<file path="config.mk">
export PLATFORM = sky130hd
export DESIGN_NAME = pad_port_hub
export DESIGN_NICKNAME = d
export VERILOG_FILES = /design/src/rtl/pad_port_pkg.sv /design/src/rtl/pad_phase_tracker.sv /design/src/rtl/pad_button_mux.sv /design/src/rtl/pad_pin_merge.sv /design/src/rtl/pad_port_hub.sv
export SDC_FILE = /design/constraint.sdc
export NUM_CORES = 1
export LEC_CHECK = 0
export BUFFER_PORTS_ARGS = -buffer_cell sky130_fd_sc_hd__buf_2
export CAP_MARGIN = 20
export CORE_UTILIZATION = 55
export CTS_BUF_LIST = sky130_fd_sc_hd__clkbuf_16
export CTS_CLUSTER_SIZE = 40
export DETAILED_ROUTE_END_ITERATION = 8
export PLACE_DENSITY = 0.76
export SYNTH_ARGS = -nofsm -noshare
export SYNTH_HDL_FRONTEND = slang
export SYNTH_SLANG_ARGS = --single-unit
</file>
<file path="constraint.sdc">
create_clock -name clk -period 2.25 [get_ports clk]
set_input_delay 0.225 -clock clk [delete_from_list [all_inputs] [get_ports clk]]
set_output_delay 0.225 -clock clk [all_outputs]
set_load 0.1 [all_outputs]
</file>
<file path="src/rtl/pad_port_pkg.sv">
package pad_port_pkg;
   localparam int BTN_W = 12;

   typedef enum logic [1:0] {
      PAD_NONE     = 2'b00,
      PAD_3BTN     = 2'b01,
      PAD_6BTN     = 2'b10,
      PAD_NONE_ALT = 2'b11
   } pad_mode_e;

   typedef logic [1:0] pad_phase_t;
endpackage

</file>
<file path="src/rtl/pad_phase_tracker.sv">
module pad_phase_tracker
   import pad_port_pkg::*;
#(
   parameter int TIMEOUT_CYC = 375000
) (
   input  logic       clk,
   input  logic       rst_n,
   input  logic       six_mode,
   input  logic       th_wr,
   input  logic       th_new,
   input  logic       th_old,
   output pad_phase_t phase
);
   localparam int IDLE_W = $clog2(TIMEOUT_CYC + 1);
   localparam logic [IDLE_W-1:0] IDLE_MAX  = IDLE_W'(TIMEOUT_CYC);
   localparam logic [IDLE_W-1:0] IDLE_LAST = IDLE_W'(TIMEOUT_CYC - 1);

   if (TIMEOUT_CYC < 2) begin : g_bad_timeout
      $error("pad_phase_tracker: TIMEOUT_CYC must be at least 2");
   end

   logic [IDLE_W-1:0] idle_q;
   logic              th_change;
   logic              th_rise;

   assign th_change = th_wr && (th_new != th_old);
   assign th_rise   = th_change && th_new;

   always_ff @(posedge clk or negedge rst_n) begin
      if (!rst_n) begin
         idle_q <= IDLE_MAX;
         phase  <= 2'd0;
      end else if (!six_mode) begin
         idle_q <= IDLE_MAX;
         phase  <= 2'd0;
      end else if (th_change) begin
         idle_q <= '0;
         if (th_rise && phase != 2'd3)
            phase <= phase + 2'd1;
      end else if (idle_q != IDLE_MAX) begin
         idle_q <= idle_q + 1'b1;
         if (idle_q == IDLE_LAST)
            phase <= 2'd0;
      end
   end
endmodule

</file>
<file path="src/rtl/pad_button_mux.sv">
module pad_button_mux
   import pad_port_pkg::*;
(
   input  pad_mode_e        mode,
   input  pad_phase_t       phase,
   input  logic             th,
   input  logic [BTN_W-1:0] btn,
   output logic [7:0]       pad_val
);
   logic [BTN_W-1:0] n;
   assign n = ~btn;

   always_comb begin
      unique case (mode)
         PAD_3BTN, PAD_6BTN: begin
            if (th)
               pad_val = {1'b0, 1'b1, n[5:0]};
            else
               pad_val = {1'b0, 1'b0, n[7:6], 2'b00, n[1:0]};
            if (mode == PAD_6BTN) begin
               if (phase == 2'd2 && !th)
                  pad_val = {1'b0, 1'b0, n[7:6], 4'b0000};
               else if (phase == 2'd3)
                  pad_val = th ? {1'b0, 1'b1, n[5:4], n[11:8]}
                               : {1'b0, 1'b0, n[7:6], 4'b1111};
            end
         end
         default: pad_val = 8'hFF;
      endcase
   end
endmodule

</file>
<file path="src/rtl/pad_pin_merge.sv">
module pad_pin_merge (
   input  logic [7:0] pad_val,
   input  logic [7:0] data_r,
   input  logic [7:0] ctrl_eff,
   output logic [7:0] pin_val
);
   assign pin_val = (pad_val & ~ctrl_eff) | (data_r & ctrl_eff);
endmodule

</file>
<file path="src/rtl/pad_port_hub.sv">
module pad_port_hub
   import pad_port_pkg::*;
#(
   parameter int          NUM_PORTS   = 3,
   parameter int          REG_IDX_W   = 4,
   parameter logic [7:0]  HW_VERSION  = 8'hA0,
   parameter int          TIMEOUT_CYC = 375000,
   localparam int         ADDR_W      = REG_IDX_W + 1
) (
   input  logic                       clk,
   input  logic                       rst_n,
   input  logic [ADDR_W-1:0]          bus_addr,
   input  logic                       bus_wr,
   input  logic [7:0]                 bus_wdata,
   output logic [7:0]                 bus_rdata,
   input  logic [BTN_W*NUM_PORTS-1:0] pad_btn,
   input  logic [2*NUM_PORTS-1:0]     pad_mode
);
   localparam int REG_NUM   = 1 << REG_IDX_W;
   localparam int CTRL_BASE = 1 + NUM_PORTS;

   if (NUM_PORTS < 1 || 1 + 2 * NUM_PORTS > REG_NUM) begin : g_bad_layout
      $error("pad_port_hub: port registers do not fit the register bank");
   end

   logic [7:0]             regs_q [REG_NUM];
   logic [REG_IDX_W-1:0]   idx;
   logic                   wr_odd;
   logic [8*REG_NUM-1:0]   reg_flat;
   logic [2*NUM_PORTS-1:0] phase_flat;
   logic [7:0]             port_rd [NUM_PORTS];

   assign idx    = bus_addr[ADDR_W-1:1];
   assign wr_odd = bus_wr && bus_addr[0];

   always_ff @(posedge clk or negedge rst_n) begin
      if (!rst_n) begin
         for (int i = 0; i < REG_NUM; i++) regs_q[i] <= 8'h00;
      end else if (wr_odd && idx != '0) begin
         regs_q[idx] <= bus_wdata;
      end
   end

   for (genvar r = 0; r < REG_NUM; r++) begin : g_flat
      assign reg_flat[8*r +: 8] = regs_q[r];
   end

   for (genvar p = 0; p < NUM_PORTS; p++) begin : g_port
      localparam logic [REG_IDX_W-1:0] DIDX = REG_IDX_W'(1 + p);
      localparam logic [REG_IDX_W-1:0] CIDX = REG_IDX_W'(CTRL_BASE + p);

      logic [7:0] data_r;
      logic [7:0] ctrl_eff;
      logic [7:0] pad_val;
      logic       th;
      logic       th_wr;
      pad_mode_e  mode;

      assign data_r   = regs_q[DIDX];
      assign ctrl_eff = regs_q[CIDX] | 8'h80;
      assign th       = ctrl_eff[6] ? data_r[6] : 1'b1;
      assign th_wr    = wr_odd && (idx == DIDX);
      assign mode     = pad_mode_e'(pad_mode[2*p +: 2]);

      pad_phase_tracker #(.TIMEOUT_CYC(TIMEOUT_CYC)) u_phase (
         .clk      (clk),
         .rst_n    (rst_n),
         .six_mode (mode == PAD_6BTN),
         .th_wr    (th_wr),
         .th_new   (bus_wdata[6]),
         .th_old   (data_r[6]),
         .phase    (phase_flat[2*p +: 2])
      );

      pad_button_mux u_mux (
         .mode    (mode),
         .phase   (phase_flat[2*p +: 2]),
         .th      (th),
         .btn     (pad_btn[BTN_W*p +: BTN_W]),
         .pad_val (pad_val)
      );

      pad_pin_merge u_merge (
         .pad_val  (pad_val),
         .data_r   (data_r),
         .ctrl_eff (ctrl_eff),
         .pin_val  (port_rd[p])
      );
   end

   always_comb begin
      bus_rdata = regs_q[idx];
      if (idx == '0)
         bus_rdata = HW_VERSION;
      for (int p = 0; p < NUM_PORTS; p++)
         if (idx == REG_IDX_W'(1 + p))
            bus_rdata = port_rd[p];
   end
endmodule

</file>
==> summary.md, run 1 <==
| Metric | Value |
|---|---|
| Run status | complete, but fails checks |
| Failing checks | setup timing |
| Number of fill cells in the layout | approximately 1300 |
| Total number of vias | 7411 |
| Horiz. Die Dim | 135.1 um |
| Worst slack on hold paths | ~180 ps |
| Half-perimeter wire length after detailed placement | 17.23 mm |
| Transition at the pin with the smallest max-transition slack | ~570 ps |
| CP max stage cell | dfrtp_1 |
| Post-detailed-route wirelength per cell | 19.65 um |
| Antenna violations before repair | 1 |
| Worst-case clock skew | slightly above 7 ps |
| Nets | around 1100 |
| Most common library cell in the layout ignoring fill and taps | dfrtp_1 |
| Flops & latches, synth | 183 |
| Sequential-to-total area share from yosys stat | a little under half |
| Data arrival time of the worst path | between 2000 and 2500 ps |
| H-Tree Level Count | 4 |
| Placeable Area | about 0.017 mm^2 |
| Initial detailed-routing violation count | 549 |
| Effective utilization at floorplan | a little under three fifths |
| Detail-routed via count per cell | approximately 6 |
| Clock Path Buffers | 2 |
| Distinct cell type count of the synthesized netlist | 66 |
| Via count of the first global-routing pass | ~7300 |
| TritonCTS clock tree | done |
| Seq. cell area | 0.004618 mm^2 |
| Leading cell types in the layout, fill and taps excluded | dfrtp_1, mux2_2, buf_4, nor2_1, buf_2 |
| Max-slew headroom at the worst pin | 61.58% |
| Top achievable clock speed | ~390 MHz |
| Required time worst endpoint | between 2000 and 2500 ps |
| Critical path, cell by cell | inv_1, ha_2, and3b_2, a211oi_2, nor4_1, a211oi_1, o21a_2, buf_12 |
| Sum of routed wire length over all layers | roughly 24 mm |
| Summed area of non-filler cells in the final layout | approximately 0.012 mm^2 |
| Post-synth top flop | dfrtp_1 |
| Number of cells in the design after placement | between 1000 and 1500 |
| Reg clk slew, reported paths | around 70 ps |
| DRC violation count after routing | 0 |
| Longest individual stage delay on the worst path | around 400 ps |
| Class of the tightest hold or removal check | primary input to flop |
| Setup repair after global routing missed its margin | true |
| Post-DRT Antenna Nets | 0 |
| Clock root buffer | clkbuf_16 |
| Cell family with the largest share of critical-path delay | compound AO/OA/AOI/OAI gates |
| Final critical-path share of the clock period | 113.5% |
| Endpoints failing setup | 6 |
| Leakage dissipation | between 5 and 6 nW |
| Number of synthesized flops with an enable pin | 0 |
| Fin Setup TNS | -1158 ps |
| Worst setup SP type | flop |
| Synth Net Count | between 900 and 1000 |
| Clk_lat worst skew | between 400 and 500 ps |
| Setup Slack @ Placement | -168.1 ps |
| Placed cell area | between 0.01 and 0.015 mm^2 |
| Clock Sinks | 183 |
| Max-cap viol count | 0 |
| Number of instances in the synthesized netlist | 862 |
| Total area of multi-input combinational cells | 0.005159 mm^2 |
| Ys async rst share | 100.0% |
| Leftover overflow at the end of global routing | 0 |
| Class of the most critical setup path | flop to output port |
| Total track usage | around 28% |
| Sort of element at the end of the critical path | output port |
| Global-route wire length before repair | 38.62 mm |
| Register-to-register path setup slack | roughly 100 ps |
| Post-Synthesis Mean Instance Area | ~11 um^2 |
| Max-slew violation total from the final report | 0 |
| Iteration count of the initial detailed-routing pass | 5 |
| Share of cells above drive strength 1 | slightly above 40% |
| Power density of the placed cells | 737.6 mW/mm^2 |
| Number of buffers created by CTS | 17 |
| Port Buf Inserts | between 60 and 70 |
| Least setup slack across all paths after layout | -304.1 ps |
| Die height | 135.1 um |
| Area of the die | 0.01824 mm^2 |
| Time the final worst path needs with I/O delays and setup | roughly 2600 ps |
| Final std cells w/o fill | 1229 |
| Largest fanout on the critical path | 4 |
| YS warnings | 0 |
| Synthesized area | slightly below 0.01 mm^2 |
| Area Growth Syn to Fin | 21.74% |
| Pin count of the biggest net entering global routing | 58 |
| Total count of hold-check failures in the final report | 0 |
| Antenna diode count | 0 |
| Final Wtd Congestion | between 0.8 and 0.9 |
| Top Ports | 66 |
| Placement row count | 48 |
| Critical path buffer and inverter count | 2 |
| Peak supply drop | approximately 0.58 mV |
[through the flow]
step,utilization (%),power [mW]
6_report,68.53,8.743
5_1_grt,68.53,9.074
4_1_cts,68.00,8.724
3_5_place_dp,63.34,5.666
3_3_place_gp,63.34,5.604
2_1_floorplan,-,5.063
[worst reg2reg max path, cell delays in order, from the launching register on]
cell,delay [ps]
dfstp_2,560
nand4_1,180
or4b_2,720
nor4_4,230
buf_4,180
or3b_2,110
a21oi_1,60
[state kept, by name, summed over array words and instances (netlist names)]
register,flops
reg_flat,75
g_port.ctrl_eff,21
g_port.u_phase.phase,6
g_port.data_r,24
g_port.u_phase.idle_q,57
[area by class of cell]
type / count / area share, %
clock buffers: 17 / 3.589
clock inverters: 15 / 1.277
inverters: 21 / 0.6650
multi-input cells: 619 / 43.52
flip-flops and latches: 183 / 38.96
well taps: 225 / 2.375
repair buffers: 149 / 9.616
[worst paths after layout]
check / startpoint / end / cells after the start
worst max register to register: g_port[0].u_phase.idle_q[12] / g_port[0].u_phase.idle_q[2] / 6
worst min register to register: g_port[1].data_r[4] / g_port[1].data_r[4] / 1
worst max-delay path: g_port[2].u_phase.phase[0] / bus_rdata[2] / 8
min in group asynchronous: rst_n / g_port[2].u_phase.idle_q[10] / 2
max in group asynchronous: rst_n / g_port[0].u_phase.idle_q[7] / 3
worst min-delay path: bus_wdata[6] / g_port[0].ctrl_eff[6] / 2
[layer usage]
layer / wire, um / GRT usage, % / vias up
met4: 518 / 8.614 / 2
met2: 11510 / 44.19 / 241
li1: - / - / 3414
met1: 10480 / 37.57 / 3715
met3: 1632 / 7.057 / 39
met5: 10 / 0 / -
[synthesized netlist by cell type (4+ instances only)]
library cell  number  area (um^2)
nor4_1            10        62.56
xor2_1            33        289.0
o31ai_1            5        37.54
nand4_1           21        131.4
nor2b_1            9        56.30
inv_1             21        78.83
nor3_1            11        55.05
nand2_1           38        142.6
o311ai_0           5        43.79
mux4_2            11        247.7
dfrtp_1          153         3829
buf_2              4        20.02
clkbuf_1          32        120.1
mux2_2           129         1453
ha_1              16        200.2
o21a_1             6        45.04
nand3_1           38        190.2
o21ai_0           40        200.2
a211oi_1           6        45.04
nor2_1            59        221.5
o22ai_1           10        62.56
xnor2_1           18        157.7
and3_1             7        43.79
dfstp_2           30        788.3
a221oi_1           9        78.83
nand2b_1          21        131.4
a21oi_1           16        80.08
mux2i_1           26        260.3
nand3b_1           9        67.56
nor3b_1            5        37.54
a31oi_1            6        37.54
[kinds of logic after synthesis]
logic type                 share of synthesized area [%]
adders and majority gates                          2.056
AOI/OAI and AO/OA                                  7.826
buffers and inverters                              2.416
muxes                                              20.14
and+or+nand+nor                                    15.56
DFF                                                47.42
xor gates and xnor gates                           4.588
[power breakdown]
group / switching, mW / internal (mW) / total [mW]
Clock: 1.32 / 1.64 / 2.96
Sequential: 0.291 / 3.72 / 4.01
Combinational: 0.874 / 0.903 / 1.78
[timing repair]
item	in CTS	in global routing
setup buffers	5	5
hold buffers	1	0
gates resized for setup	42	17
hold endpoints to repair	28	0
endpoints found under the setup margin	8	17
pin swaps	11	11
Power figures use the tool's default switching activity.
==> inputs of run 2 (changes only) <==
Settings changed: SKIP_LAST_GASP from default to 1.
==> run 2 against run 1 <==
  * Final area hardly changed
  * Register-to-register slack hardly changed
  * Setup slack gained 8.6 ps
  * Clock-buffer cell count stayed put
  * Flip-flop and latch count did not move
  * Critical path depth stayed put
  * Hold slack better by 2.8 ps
  * Routed wire length hardly changed
  * Sequential share of layout area hardly changed
  * Die area unchanged
  * The flow still finishes with violations (setup timing)
==> summary.md, run 2 (synthesized netlist as in run 1, its figures left out) <==
| Metric | Value |
|---|---|
| Failing checks | setup timing |
| Final critical-path share of the clock period | 113.1% |
| Via count of the first global-routing pass | 7290 |
| Top achievable clock speed | just under 400 MHz |
| Largest fanout on the critical path | 3 |
| Half-perimeter wire length after detailed placement | 17.23 mm |
| Class of the tightest hold or removal check | primary input to flop |
| Data arrival time of the worst path | about 2300 ps |
| Die height | between 100 and 150 um |
| Transition at the pin with the smallest max-transition slack | 567.2 ps |
| Time the final worst path needs with I/O delays and setup | ~2500 ps |
| Placement row count | 48 |
| H-Tree Level Count | 4 |
| Clk_lat worst skew | 430 ps |
| Fin Setup TNS | -1080 ps |
| Register-to-register path setup slack | around 90 ps |
| Total number of vias | between 7000 and 8000 |
| Total track usage | about 28% |
| Hold endpoint | g_port[0].data_r[6] |
| Clock Sinks | between 150 and 200 |
| Hold path start | bus_wdata[6] |
| Post-detailed-route wirelength per cell | about 20 um |
| Run status | complete, but fails checks |
| Summed area of non-filler cells in the final layout | approximately 0.012 mm^2 |
| Setup Slack @ Placement | -168.1 ps |
| Total count of hold-check failures in the final report | 0 |
| Clock root buffer | clkbuf_16 |
| Final Wtd Congestion | approximately 0.88 |
| Total length of routed met2 wires | ~12 mm |
| Worst setup SP type | flop |
| Required time worst endpoint | ~2000 ps |
| Port Buf Inserts | 65 |
| Reg clk slew, reported paths | roughly 70 ps |
| Area Growth Syn to Fin | 21.83% |
| Power density of the placed cells | 737.2 mW/mm^2 |
| Horiz. Die Dim | between 100 and 150 um |
| Setup repair after global routing missed its margin | true |
| Worst reg2reg endpoint | g_port[0].u_phase.idle_q[2] |
| Leakage dissipation | about 5.1 nW |
| Least setup slack across all paths after layout | -295.5 ps |
| Antenna violations before repair | 1 |
| Pin count of the biggest net entering global routing | 58 |
| TritonCTS clock tree | done |
| Hold Path Cell Cnt | 2 |
| Placed cell area | approximately 0.011 mm^2 |
| Global-route wire length before repair | 38.52 mm |
| Leftover overflow at the end of global routing | 0 |
| Most common library cell in the layout ignoring fill and taps | dfrtp_1 |
| Flip-flop count of the largest register, all copies and words added | 75 |
| Placeable Area | between 0.015 and 0.02 mm^2 |
| Iteration count of the initial detailed-routing pass | 5 |
| Area of the die | 0.01824 mm^2 |
| Effective utilization at floorplan | between 50% and 60% |
| Setup crit start | g_port[1].u_phase.phase[0] |
| Detail-routed via count per cell | between 6 and 7 |
| Startpoint of the lowest-slack register-to-register path | g_port[0].u_phase.idle_q[12] |
| Top routing layer in use | met5 |
| Sum of routed wire length over all layers | about 24 mm |
| Register-to-Register Path Depth | 6 |
| Leading cell types in the layout, fill and taps excluded | dfrtp_1, mux2_2, buf_4, nor2_1, buf_2 |
| Sum of met3 wire segment lengths after detailed routing | roughly 1.7 mm |
| Nets | 1066 |
| Clock Path Buffers | 2 |
| Initial detailed-routing violation count | around 530 |
| Endpoints failing setup | 7 |
| Total power | ~8.7 mW |
| Class of the most critical setup path | flop to output port |
| Number of buffers created by CTS | 17 |
| Top Ports | 66 |
| Max-slew violation total from the final report | 0 |
| Peak supply drop | 0.5843 mV |
| Post-DRT Antenna Nets | 0 |
| Share of cells above drive strength 1 | roughly two fifths |
| Sort of element at the end of the critical path | output port |
| Worst-case clock skew | 5.955 ps |
| Max-cap viol count | 0 |
| Routed metal-1 wirelength | 10.36 mm |
| DRC violation count after routing | 0 |
| Max-slew headroom at the worst pin | slightly above 60% |
| Antenna diode count | 0 |
-- run 2: layout make-up --
cell class | instances | area [um^2]
inverters | 21 | 78.83
flip-flops and latches | 183 | 4618
clock buffers | 17 | 425.4
multi-input cells | 619 | 5160
clock inverters | 15 | 151.4
well taps | 225 | 281.5
repair buffers | 150 | 1147
fillers | 1262 | 5434
-- run 2: per-stage QoR --
stage	hold slack [ps]	utilization, %	std cells
after floorplan	-70.59	-	862
final	184.5	68.58	1230
after global placement	208.2	63.34	1187
after detailed placement	205.3	63.34	1187
after CTS	165.8	67.85	1225
after global routing	173.4	68.58	1230
-- run 2: what timing repair did --
item | CTS | global route
resized for setup | 37 | 22
setup buffers | 5 | 5
hold endpoints to repair | 28 | 0
pin swaps | 11 | 15
endpoints found under the setup margin | 8 | 17
hold buffers | 1 | 0
-- run 2: power by group --
group | leakage, nW | internal, mW | switching [mW]
clock network | 0.278 | 1.64 | 1.32
logic | 2.56 | 0.902 | 0.875
registers | 2.31 | 3.72 | 0.291
-- run 2: worst max-delay path by stage --
stage / depth (start not counted) / endpoint / slack [ps]
floorplan: 6 / bus_rdata[5] / -460
global placement: 9 / bus_rdata[1] / -60
CTS: 8 / bus_rdata[0] / -320
finish: 8 / bus_rdata[1] / -300
detailed placement: 9 / bus_rdata[1] / -170
global route: 8 / bus_rdata[1] / -430
-- run 2: worst max-delay path: stages, from the launching register on --
cell	delay [ps]
dfrtp_1	390
inv_2	50
ha_2	150
and3b_2	220
and2_4	170
a221oi_4	240
o31ai_4	130
a221oi_4	320
buf_12	210
-- run 2: layer usage --
layer | up-vias | track usage (%)
li1 | 3413 | -
met1 | 3725 | 37.62
met2 | 267 | 44.19
met3 | 38 | 7.057
met4 | 2 | 8.115
met5 | - | 0
==> inputs of run 3 (changes only) <==
Settings changed: CORE_UTILIZATION 55 to 40, PLACE_DENSITY 0.76 to 0.59.
==> run 3 against run 2 <==
  * The run still ends with setup timing left
  * Critical endpoint is now bus_rdata[0]
  * Clock-buffer cell count grew 1
  * Via count shrank 2.3%
  * Final cell count grew 8.0%
  * Hold slack gained 57 ps
  * Flip-flop and latch count is the same
  * Sequential power is essentially flat
  * Highest routed layer is now met4
  * Largest power group unchanged
==> summary.md, run 3 (synthesized netlist as in run 1, its figures left out) <==
| Metric | Value |
|---|---|
| Run status | complete, but fails checks |
| Failing checks | setup timing |
| Total length of routed met2 wires | 11.82 mm |
| Max-slew violation total from the final report | 0 |
| Sort of element at the end of the critical path | output port |
| DRC violation count after routing | 0 |
| Worst setup SP type | flop |
| Most common library cell in the layout ignoring fill and taps | dfrtp_1 |
| Post-detailed-route wirelength per cell | between 15 and 20 um |
| Transition at the pin with the smallest max-transition slack | approximately 660 ps |
| Switching share of total power | approximately 29% |
| Clk_lat worst skew | 440 ps |
| Post-DRT Antenna Nets | 0 |
| Iteration count of the initial detailed-routing pass | 5 |
| Reg clk slew, reported paths | approximately 70 ps |
| Part of the power in the clock network | 35.7% |
| Antenna violations before repair | 1 |
| Number of fill cells in the layout | about 2200 |
| Routed metal-1 wirelength | around 13 mm |
| Register-to-Register Path Depth | 6 |
| Clock Path Buffers | 2 |
| Max-cap viol count | 0 |
| Top routing layer in use | met4 |
| Seq pwr share | 44.8% |
| Total track usage | between 20 and 25% |
| Switching power total | ~2.6 mW |
| Leftover overflow at the end of global routing | 0 |
| Time the final worst path needs with I/O delays and setup | 2522 ps |
| Register-to-register path setup slack | 110 ps |
| Final Wtd Congestion | approximately 0.9 |
| Final critical-path share of the clock period | 112.1% |
| Leading cell types in the layout, fill and taps excluded | dfrtp_1, mux2_2, buf_4, nor2_1, buf_2 |
| Clock Sinks | ~180 |
| Sum of routed wire length over all layers | between 20 and 30 mm |
| Horiz. Die Dim | roughly 160 um |
| Leakage dissipation | approximately 5.2 nW |
| Endpoints failing setup | 8 |
| Largest fanout on the critical path | 5 |
| Number of cells in the design after placement | 1289 |
| Data arrival time of the worst path | around 2300 ps |
| H-Tree Level Count | 4 |
| Global-route wire length before repair | between 40 and 50 mm |
| Share of the core filled with cells | 50.74% |
| Total number of vias | a little over 7000 |
| Via count of the first global-routing pass | roughly 7200 |
| Class of the tightest hold or removal check | primary input to flop |
| Pin count of the biggest net entering global routing | between 50 and 60 |
| Hold Path Cell Cnt | 2 |
| CP max stage cell | dfrtp_1 |
| Crit path capture | bus_rdata[0] |
| TritonCTS clock tree | done |
| Worst reg2reg endpoint | g_port[2].u_phase.idle_q[2] |
| Setup crit start | g_port[1].u_phase.phase[0] |
| Class of the most critical setup path | flop to output port |
| Half-perimeter wire length after detailed placement | around 19 mm |
| Clock root buffer | clkbuf_16 |
| Detail-routed via count per cell | between 5 and 6 |
| Effective utilization at floorplan | between 40% and 50% |
| Area Growth Syn to Fin | 23.41% |
| Port Buf Inserts | 65 |
| Least setup slack across all paths after layout | -272.4 ps |
| Peak supply drop | 0.4853 mV |
| Critical path, cell by cell | ha_1, nand2_2, nor2_1, a221oi_2, o31ai_2, a221oi_4, buf_12 |
| Longest individual stage delay on the worst path | a little over 400 ps |
| Top achievable clock speed | approximately 400 MHz |
| Share of cells above drive strength 1 | about two fifths |
| Placeable Area | ~0.024 mm^2 |
| Final std cells w/o fill | approximately 1300 |
| Placement row count | 56 |
| Flip-flop count of the largest register, all copies and words added | 75 |
| Max-slew headroom at the worst pin | between 50% and 60% |
| Power density of the placed cells | around 740 mW/mm^2 |
| Top Ports | 66 |
| Internal power | between 6 and 7 mW |
| Worst-case clock skew | around 12 ps |
| Total count of hold-check failures in the final report | 0 |
| Initial detailed-routing violation count | between 400 and 500 |
| Sum of met3 wire segment lengths after detailed routing | 1.041 mm |
| Combinational power share | about a fifth |
| Startpoint of the lowest-slack register-to-register path | g_port[2].u_phase.idle_q[18] |
| Area of the die | between 0.02 and 0.025 mm^2 |
| Fin Setup TNS | -1299 ps |
| Nets | approximately 1100 |
| Number of buffers created by CTS | 17 |
| Die height | between 150 and 200 um |
| Required time worst endpoint | between 2000 and 2500 ps |
| Setup repair after global routing missed its margin | true |
==> run 3: changes by cell type in the layout (fill, tap and decap cells not counted), sizes merged <==
cell      change
clkinvlp      -2
clkinv        -6
buf           +5
diode         +1
inv           +7
==> run 3: what timing repair did <==
item / CTS / global route
setup endpoints to repair: 8 / 17
hold buffers: 1 / 0
pin swaps: 8 / 4
gates resized for setup: 30 / 18
hold endpoints to repair: 35 / 0
cloned: 0 / 0
buffers inserted: 6 / 0
==> run 3: cell type report <==
| cell class | count | area [um^2] | area share [%] |
|---|---|---|---|
| antenna | 1 | 2.502 | 0.02082 |
| clock buffer | 18 | 450.4 | 3.748 |
| clock inverter | 14 | 171.4 | 1.426 |
| inverter | 21 | 78.83 | 0.6560 |
| multi-input combinational | 619 | 5091 | 42.37 |
| sequential | 183 | 4618 | 38.43 |
| tap | 319 | 399.1 | 3.322 |
| timing repair buffer | 154 | 1205 | 10.03 |
==> run 3: per-stage QoR <==
| stage | setup WS (ps) | power, mW | hold slack, ps | cell area, um^2 |
|---|---|---|---|---|
| 2_1_floorplan | -458.6 | 5.063 | -70.59 | 9863 |
| 3_3_place_gp | -56.68 | 5.649 | 229.5 | 11160 |
| 3_5_place_dp | -11.05 | 5.684 | 224.4 | 11160 |
| 4_1_cts | -296.0 | 9.003 | 228.5 | 11940 |
| 5_1_grt | -419.3 | 9.340 | 256.8 | 12020 |
| 6_report | -272.4 | 8.942 | 241.4 | 12020 |
==> run 3: layer usage <==
metal | track usage (%) | vias up
li1 | - | 3433
met1 | 31.35 | 3658
met2 | 33.98 | 158
met3 | 4.407 | 23
met4 | 5.907 | 0
met5 | 0 | -
==> run 3: how the worst min path moves through the flow <==
stage	startpoint	endpoint
floorplan	rst_n	g_port[0].ctrl_eff[0]
global placement	rst_n	g_port[1].u_phase.idle_q[9]
detailed placement	rst_n	g_port[1].u_phase.idle_q[9]
CTS	bus_wdata[7]	reg_flat[71]
global route	bus_wdata[7]	reg_flat[119]
finish	bus_wdata[7]	reg_flat[119]
==> run 3: worst max-delay path: cells and delay by family (launching register included) <==
family | cells | cell delay [ps]
and+or+nand+nor | 2 | 260
buffers and inverters | 1 | 210
adders and majority gates | 1 | 300
AOI/OAI and AO/OA | 3 | 680
DFF | 1 | 410
==> run 3: power by group through the flow <==
| stage | clock (mW) | combinational, mW | sequential, mW |
|---|---|---|---|
| floorplan | 0 | 1.11 | 3.95 |
| global route | 3.40 | 1.88 | 4.06 |
| detailed placement | 0 | 1.63 | 4.05 |
| CTS | 3.28 | 1.73 | 4.00 |
| global placement | 0 | 1.61 | 4.04 |
| finish | 3.19 | 1.75 | 4.00 |
